### config.mk
export PLATFORM = sky130hd
export DESIGN_NAME = lfsr_addr_gen
export DESIGN_NICKNAME = d
export VERILOG_FILES = /design/src/rtl/lfsr_addr_pkg.sv /design/src/rtl/lfsr_fwd_net.sv /design/src/rtl/lfsr_rev_net.sv /design/src/rtl/lfsr_end_detect.sv /design/src/rtl/lfsr_addr_gen.sv
export SDC_FILE = /design/constraint.sdc
export NUM_CORES = 1
export LEC_CHECK = 0
export ABC_CLOCK_PERIOD_IN_PS = 1650
export BUFFER_PORTS_ARGS = -buffer_cell sky130_fd_sc_hd__buf_2
export CAP_MARGIN = 20
export CELL_PAD_IN_SITES_DETAIL_PLACEMENT = 0
export CELL_PAD_IN_SITES_GLOBAL_PLACEMENT = 1
export CORE_MARGIN = 2
export CORE_UTILIZATION = 36
export DETAILED_ROUTE_END_ITERATION = 7
export PLACE_DENSITY = 0.8
export SYNTH_ARGS = -nofsm -noshare
export SYNTH_HDL_FRONTEND = slang
export SYNTH_HIERARCHICAL = 1
export SYNTH_SLANG_ARGS = --single-unit
### constraint.sdc
create_clock -name clk -period 1.65 [get_ports clk]
set_input_delay 0.0825 -clock clk [delete_from_list [all_inputs] [get_ports clk]]
set_output_delay 0.0825 -clock clk [all_outputs]
set_load 0.1 [all_outputs]
### src/rtl/lfsr_addr_pkg.sv
package lfsr_addr_pkg;

    typedef enum logic [1:0] {
        OP_HOLD = 2'd0,
        OP_LOAD = 2'd1,
        OP_FWD  = 2'd2,
        OP_REV  = 2'd3
    } step_op_e;

    // Tap masks of maximal-length shift-left registers. Bit k set means
    // state bit k joins the feedback XOR; the MSB is always a tap so the
    // step can be inverted.
    function automatic logic [7:0] tap_mask(input int unsigned width);
        logic [7:0] m;
        case (width)
            2:       m = 8'b0000_0011;
            3:       m = 8'b0000_0101;
            4:       m = 8'b0000_1001;
            5:       m = 8'b0001_0010;
            6:       m = 8'b0010_0001;
            7:       m = 8'b0100_0001;
            default: m = 8'b1000_1110;
        endcase
        return m;
    endfunction

endpackage

### src/rtl/lfsr_fwd_net.sv
module lfsr_fwd_net
    import lfsr_addr_pkg::*;
#(
    parameter int unsigned WIDTH = 8
) (
    input  logic [WIDTH-1:0] cur,
    output logic [WIDTH-1:0] nxt
);
    localparam logic [7:0]       TAPS8 = tap_mask(WIDTH);
    localparam logic [WIDTH-1:0] TAPS  = TAPS8[WIDTH-1:0];

    logic low_zero;
    logic fb;

    always_comb begin
        low_zero = ~|cur[WIDTH-2:0];
        fb       = (^(cur & TAPS)) ^ low_zero;
        nxt      = {cur[WIDTH-2:0], fb};
    end
endmodule

### src/rtl/lfsr_rev_net.sv
module lfsr_rev_net
    import lfsr_addr_pkg::*;
#(
    parameter int unsigned WIDTH = 8
) (
    input  logic [WIDTH-1:0] cur,
    output logic [WIDTH-1:0] prv
);
    localparam logic [7:0]       TAPS8 = tap_mask(WIDTH);
    localparam logic [WIDTH-2:0] LOW_TAPS = TAPS8[WIDTH-2:0];

    logic [WIDTH-2:0] low_bits;
    logic             old_msb;

    // The forward step shifted the old low bits up by one place; the
    // dropped MSB is recovered from the new bit 0 and the known taps.
    always_comb begin
        low_bits = cur[WIDTH-1:1];
        old_msb  = cur[0] ^ (^(low_bits & LOW_TAPS)) ^ (~|low_bits);
        prv      = {old_msb, low_bits};
    end
endmodule

### src/rtl/lfsr_end_detect.sv
module lfsr_end_detect #(
    parameter int unsigned WIDTH = 8
) (
    input  logic [WIDTH-1:0] addr,
    input  logic             dir_down,
    output logic             at_end
);
    localparam logic [WIDTH-1:0] LAST_UP = {1'b1, {(WIDTH-1){1'b0}}};
    localparam logic [WIDTH-1:0] LAST_DN = '0;

    always_comb begin
        if (dir_down) at_end = (addr == LAST_DN);
        else          at_end = (addr == LAST_UP);
    end
endmodule

### src/rtl/lfsr_addr_gen.sv
module lfsr_addr_gen
    import lfsr_addr_pkg::*;
#(
    parameter int unsigned WIDTH = 8
) (
    input  logic             clk,
    input  logic             rst_n,
    input  logic             dir_down,
    input  logic             step_en,
    input  logic             start,
    output logic [WIDTH-1:0] addr,
    output logic             at_end
);
    localparam logic [WIDTH-1:0] FIRST_UP = '0;
    localparam logic [WIDTH-1:0] FIRST_DN = {1'b1, {(WIDTH-1){1'b0}}};

    step_op_e         op;
    logic [WIDTH-1:0] addr_q;
    logic [WIDTH-1:0] addr_d;
    logic [WIDTH-1:0] fwd_next;
    logic [WIDTH-1:0] rev_next;

    lfsr_fwd_net #(.WIDTH(WIDTH)) u_fwd (.cur(addr_q), .nxt(fwd_next));
    lfsr_rev_net #(.WIDTH(WIDTH)) u_rev (.cur(addr_q), .prv(rev_next));
    lfsr_end_detect #(.WIDTH(WIDTH)) u_end (
        .addr(addr_q), .dir_down(dir_down), .at_end(at_end)
    );

    // Operation select: load beats advance, advance beats hold.
    always_comb begin
        if (start)        op = OP_LOAD;
        else if (step_en) op = dir_down ? OP_REV : OP_FWD;
        else              op = OP_HOLD;
    end

    always_comb begin
        unique case (op)
            OP_LOAD: addr_d = dir_down ? FIRST_DN : FIRST_UP;
            OP_FWD:  addr_d = fwd_next;
            OP_REV:  addr_d = rev_next;
            default: addr_d = addr_q;
        endcase
    end

    always_ff @(posedge clk or negedge rst_n) begin
        if (!rst_n) addr_q <= '0;
        else        addr_q <= addr_d;
    end

    assign addr = addr_q;

    // Checker cone: undo the forward step with a second reverse network.
    logic [WIDTH-1:0] round_trip;
    lfsr_rev_net #(.WIDTH(WIDTH)) u_rev_chk (.cur(fwd_next), .prv(round_trip));


    inverse_step_chk: assert property (@(posedge clk) disable iff (!rst_n)
        round_trip == addr_q);


    load_up_chk: assert property (@(posedge clk) disable iff (!rst_n)
        (start && !dir_down) |=> (addr == FIRST_UP));


    load_dn_chk: assert property (@(posedge clk) disable iff (!rst_n)
        (start && dir_down) |=> (addr == FIRST_DN));


    hold_chk: assert property (@(posedge clk) disable iff (!rst_n)
        (!start && !step_en) |=> $stable(addr));


    wrap_up_chk: assert property (@(posedge clk) disable iff (!rst_n)
        (!start && step_en && !dir_down && at_end) |=> (addr == FIRST_UP));


    wrap_dn_chk: assert property (@(posedge clk) disable iff (!rst_n)
        (!start && step_en && dir_down && at_end) |=> (addr == FIRST_DN));


    no_fixed_point_chk: assert property (@(posedge clk) disable iff (!rst_n)
        (!start && step_en) |=> (addr != $past(addr)));
endmodule

## After elaboration in Yosys (flattened, before gate mapping)

Index checks and enable logic that the tools add are counted.

| storage, ports and cells | value |
|---|---|
| flip-flop bits (word level) | 8 |
| bits of input ports | 5 |
| output and inout port bits | 9 |
| word-level logic and storage cells | 22 |

| operators by class | value |
|---|---|
| eq/ne operators | 4 |
| multiplexer cells | 6 |
| bitwise operators | 3 |
| reduce and logical (&&, ||, !) cells | 8 |

Operators with widths:

| cell | number |
|---|---|
| 8-bit one-hot mux with 3 select lines | 1 |
| 7-bit OR reduction | 2 |
| 8-bit == test, second input constant | 1 |
| 8-bit zero test | 1 |
| 8-bit two-way mux | 1 |
| 8-bit XOR reduction | 1 |
| 7-bit XOR reduction | 1 |
| 2-bit == test, second input constant | 2 |
| 2-bit two-way mux | 2 |
| 3-bit nonzero test | 1 |
| 1-bit XOR | 3 |
| 2-bit by 1-bit == test with 1-bit output, second input constant | 1 |
| 1-bit zero test | 2 |
| 1-bit two-way mux | 2 |

## Depth between registers and ports, before layout

| depth | value |
|---|---|
| word-level depth | 5 |
| mapped depth | 8 |
| gate-level depth less buffers | 7 |

## By module

Netlist, hierarchy kept.

Modules (own cells, without submodules):

| module | instances | cells each | area an instance (um2) | seq. area each (um2) |
|---|---|---|---|---|
| lfsr_addr_gen | 1 | 37 | 416.6 | 200.2 |
| lfsr_fwd_net | 1 | 16 | 126.4 | 0.0 |
| lfsr_rev_net | 1 | 16 | 126.4 | 0.0 |
| lfsr_end_detect | 1 | 4 | 26.3 | 0.0 |

## Worst setup path before layout

Ideal clock, no wire load.

| path | value |
|---|---|
| path type | register to register |
| start point | register addr_q[3], in the netlist addr[3] |
| end point | register addr_q[7], in the netlist addr[7] |
| setup time | 0.124 ns |
| arrival | 2.420 ns |
| required time | 1.526 ns |
| path slack | -0.894 ns |
| stages on the path, launching flop included | 9 |
| buffers on the path | 1 |
| clock period less this slack | 2.544 ns |
| cell sequence | dfrtp_1 -> inv_1 -> ha_1 -> xnor2_1 -> xnor2_1 -> xnor2_1 -> buf_4 -> a21o_1 -> a211o_1 |

| on the way | value |
|---|---|
| cells in the longest elaborated chain, start to end | 4 |
| elaborated cells on any way between the ends | 6 |
| classes of those cells | mux (1); bitwise (2); reduce/logical (3) |

Ends and longest elaborated chain:

| element | line | source |
|---|---|---|
| start, declared | lfsr_addr_gen.sv:18 | `logic [WIDTH-1:0] addr_q;` |
| start signal, assigned | lfsr_addr_gen.sv:47 | `else addr_q <= addr_d;` |
| 7-bit XOR reduction or 7-bit OR reduction (tied branches) | lfsr_rev_net.sv:19 | `old_msb = cur[0] ^ (^(low_bits & LOW_TAPS)) ^ (~\|low_bits);` |
| 1-bit XOR or 1-bit zero test (tied branches) | lfsr_rev_net.sv:19 |  |
| 1-bit XOR * | lfsr_rev_net.sv:19 |  |
| net u_rev.old_msb | lfsr_rev_net.sv:13 | `logic old_msb;` |
| 8-bit one-hot mux with 3 select lines * | lfsr_addr_gen.sv:37 | `unique case (op)` |

Mark *: on every way through the listed nets, which the timed path passes. The rest lies on a longest branch.
A chain may end at the register's enable or synchronous reset.

## Worst setup path in the final report

| path | value |
|---|---|
| start point | register addr_q[3], in the netlist addr[3] |
| end point | register addr_q[7], in the netlist addr[7] |

| on the way | value |
|---|---|
| cells in the longest elaborated chain, start to end | 4 |
| elaborated cells on any way between the ends | 6 |
| classes of those cells | mux (1); bitwise (2); reduce/logical (3) |

Ends and longest elaborated chain:

| element | line | source |
|---|---|---|
| 7-bit XOR reduction or 7-bit OR reduction (tied branches) | lfsr_rev_net.sv:19 |  |
| 1-bit XOR or 1-bit zero test (tied branches) | lfsr_rev_net.sv:19 |  |
| 1-bit XOR * | lfsr_rev_net.sv:19 |  |
| net rev_next[7] | lfsr_addr_gen.sv:21 | `logic [WIDTH-1:0] rev_next;` |
| 8-bit one-hot mux with 3 select lines * | lfsr_addr_gen.sv:37 |  |

Marks and branches as above.

==> reports/qor.yml <==
outcome:
  status: "finished, violations left"
  violations: "negative setup slack"
final_layout:
  syn2layout_area_growth_pct: 17.4
  drive_gt1_share_pct: 51.3
  filler_cell_count: 198
  largest_reg_flops: 8
  stdcell_count: 101
  nets: 84
  post-route-cell-area_sq_um: 817
  antennaDiodeCount: 0
  fin_util_pct: 46.3
clock_network:
  clock_tree.root_cell: "clkbuf_4"
  cts_tree: "done"
  path_clk_slew_ps: 60
  cts_buffer_depth: 2
  clkLatencyLatePin_ps: 260
  numCtsBuffers: 3
  cts.sinks: 8
  post_cts_buffers: 0
  h-tree-depth: 1
detailed_routing:
  drc: 0
  drtAntennaViolNets: 0
  wl_per_cell_um: 12.7
  wl_um: 1290
  firstDrtPassIters: 2
  num_vias: 501
  detail_route.iter0.violations: 2
  via_per_inst: 4.96
timing:
  fin_skew_ps: 12.3
  rsz0062_at_grt: "true"
  finalHoldViolations: 0
  period_minus_slack_ps: 1660
  setup_tns_ps: -13.3
  worst_slack_ps: -13.3
  tightest_slew_ps: 487
  setup_violations: 1
  fmax_mhz: 601
  drv_slew: 0
  fin_crit_sh_pct: 101
  maxSlewHeadroom_pct: 67.8
  hold-worst-slack_ps: 126
grt:
  grt_pass1_wl_um: 2130
  gr-total-overflow: 0
  grt_pass1_vias: 455
  grt_antenna_before_repair: 0
  grt_use_total_pct: 13.6
  grt_max_degree: 18
yosys:
  syn_avg_cell_area_sq_um: 9.53
  yosys_warnings: 6
  seq_area_frac_synth_pct: 28.8
  synth_cell_types: 20
  syn_nets: 80
  netlist_area_sq_um: 696
  synthTopCellsByArea: "dfrtp_1 29%, buf_4 19%, mux2i_1 10%"
  synth_top_area_share_pct: 28.8
  synth_area_leader_cell: "dfrtp_1"
  synth_seq_cells: 8
  synth_cells: 73
floorplan:
  rows: 15
  io-pin-count: 14
  initial_core_util_pct: 39.4
  die_area_sq_um: 2300
  die_x_um: 48.0
  core_area_sq_um: 1760
  die_h_um: 48.0
worst_hold_path:
  min_path_type: "in -> reg"
  hold_end: "addr[5]"
  worstHoldPathCells: 2
  min_from: "start"
job:
  max-cap-violations: 0
placement:
  place_area_sq_um: 731
  gp_congestion: 0.779
  portBuffers: 13
  dp_cells: 96
  hpwl_um: 931
worst_setup_path:
  reg2reg_from: "addr[3]"
  r2r_cells: 7
  critPathKind: "reg -> reg"
  cp_slowest_stage_delay_ps: 500
  worstPathRequired_ps: 1790
  worst_setup_path_start_kind: "flop"
  r2r_slack_ps: -10
  path_common_cell: "xnor2_1"
  crit_path_top_delay_cell: "dfrtp_4"
  endpoint_kind: "flop"
  crit_chain: "inv_2 -> ha_4 -> xnor2_2 -> xnor2_1 -> xnor2_1 -> a21o_1 -> a211o_1"
  crit_fanout: 4
  rr_endpoint: "addr[7]"
  cp.arrival_ps: 1810
power_and_ir_drop:
  p_per_area_nw_per_um2: 948
  p_leak_nw: 0.352
  peakVddDrop_uv: 393
==> worst max-delay path: cells and delay by family, from the launching register on <==
| family | cells | cell delay, ps |
|---|---|---|
| fa+ha+maj | 1 | 190 |
| flops | 1 | 500 |
| xor+xnor | 3 | 380 |
| compound gates | 2 | 410 |
| buf+inv | 1 | 70 |
==> cell usage after synthesis, drive strengths merged <==
cell,count
a211oi,7
nor2,7
xor2,1
a21o,1
buf,20
ha,2
nor3,1
nor3b,1
and4bb,1
a211o,1
mux2i,7
dfrtp,8
nand3b,2
xnor2,6
and3,1
nor4,3
inv,4
==> layout make-up <==
class	count	area [sq um]	area share, %
flip-flops and latches	8	216	26.5
repair buffers	19	128	15.6
well taps	25	31.3	3.83
clock buffers	4	26.3	3.22
inverters	4	17.5	2.14
multi-input cells	41	398	48.7
==> where the power goes <==
group	internal (W)	switching, W	total (W)
Clock	0.0000926	0.0000679	0.000160
Combinational	0.000133	0.000236	0.000369
Sequential	0.000217	0.0000291	0.000246
Total	0.000442	0.000333	0.000775
==> through the flow <==
step	power, W	worst slack (ps)
CTS	0.000764	-26.3
finish	0.000775	-13.3
global route	0.000830	-93.1
global placement	0.000590	-4.62
detailed placement	0.000592	-12.3
floorplan	0.000587	-353
==> cells by family after synthesis <==
kind of cell	after synthesis	share of synthesized area [%]
adders and majority gates	2	3.60
muxes	7	10.1
buffers and inverters	24	23.9
AOI/OAI and AO/OA	9	9.89
and+or+nand+nor	16	14.9
DFF	8	28.8
xor gates and xnor gates	7	8.81
==> worst max path at each step <==
stage,cells past startpoint,to,startpoint
5_1_grt,7,addr[7],addr[4]
2_1_floorplan,8,addr[7],addr[4]
6_report,7,addr[7],addr[3]
3_3_place_gp,7,addr[7],addr[3]
3_5_place_dp,7,addr[7],addr[3]
4_1_cts,7,addr[7],addr[3]
==> metal layers <==
metal | GRT usage (%) | share of wire (%) | vias up
met3 | 4.53 | 3.0 | 0
met2 | 22.4 | 52 | 12
met5 | 0 | 0 | -
li1 | - | - | 242
met1 | 17.7 | 45 | 247
met4 | 1.62 | 0 | 0
==> cell usage in the layout (no fill, tap or decap), types with 2 or more instances in the layout <==
| master | count |
|---|---|
| xnor2_2 | 2 |
| a211oi_1 | 7 |
| nand3b_1 | 2 |
| inv_2 | 2 |
| xnor2_1 | 4 |
| mux2i_1 | 7 |
| dfrtp_2 | 4 |
| buf_4 | 5 |
| dfrtp_4 | 3 |
| ha_4 | 2 |
| buf_2 | 12 |
| clkbuf_4 | 3 |
| nor4_4 | 2 |
| nor2_1 | 7 |
==> what timing repair did <==
action | in CTS | in global routing
endpoints found under the setup margin | 2 | 3
gates resized for setup | 1 | 6
hold buffers | 1 | 0
pin swaps | 5 | 2
gates cloned | 0 | 0
endpoints found under the hold margin | 8 | 0
No activity file was read; power rests on OpenSTA's default activity.
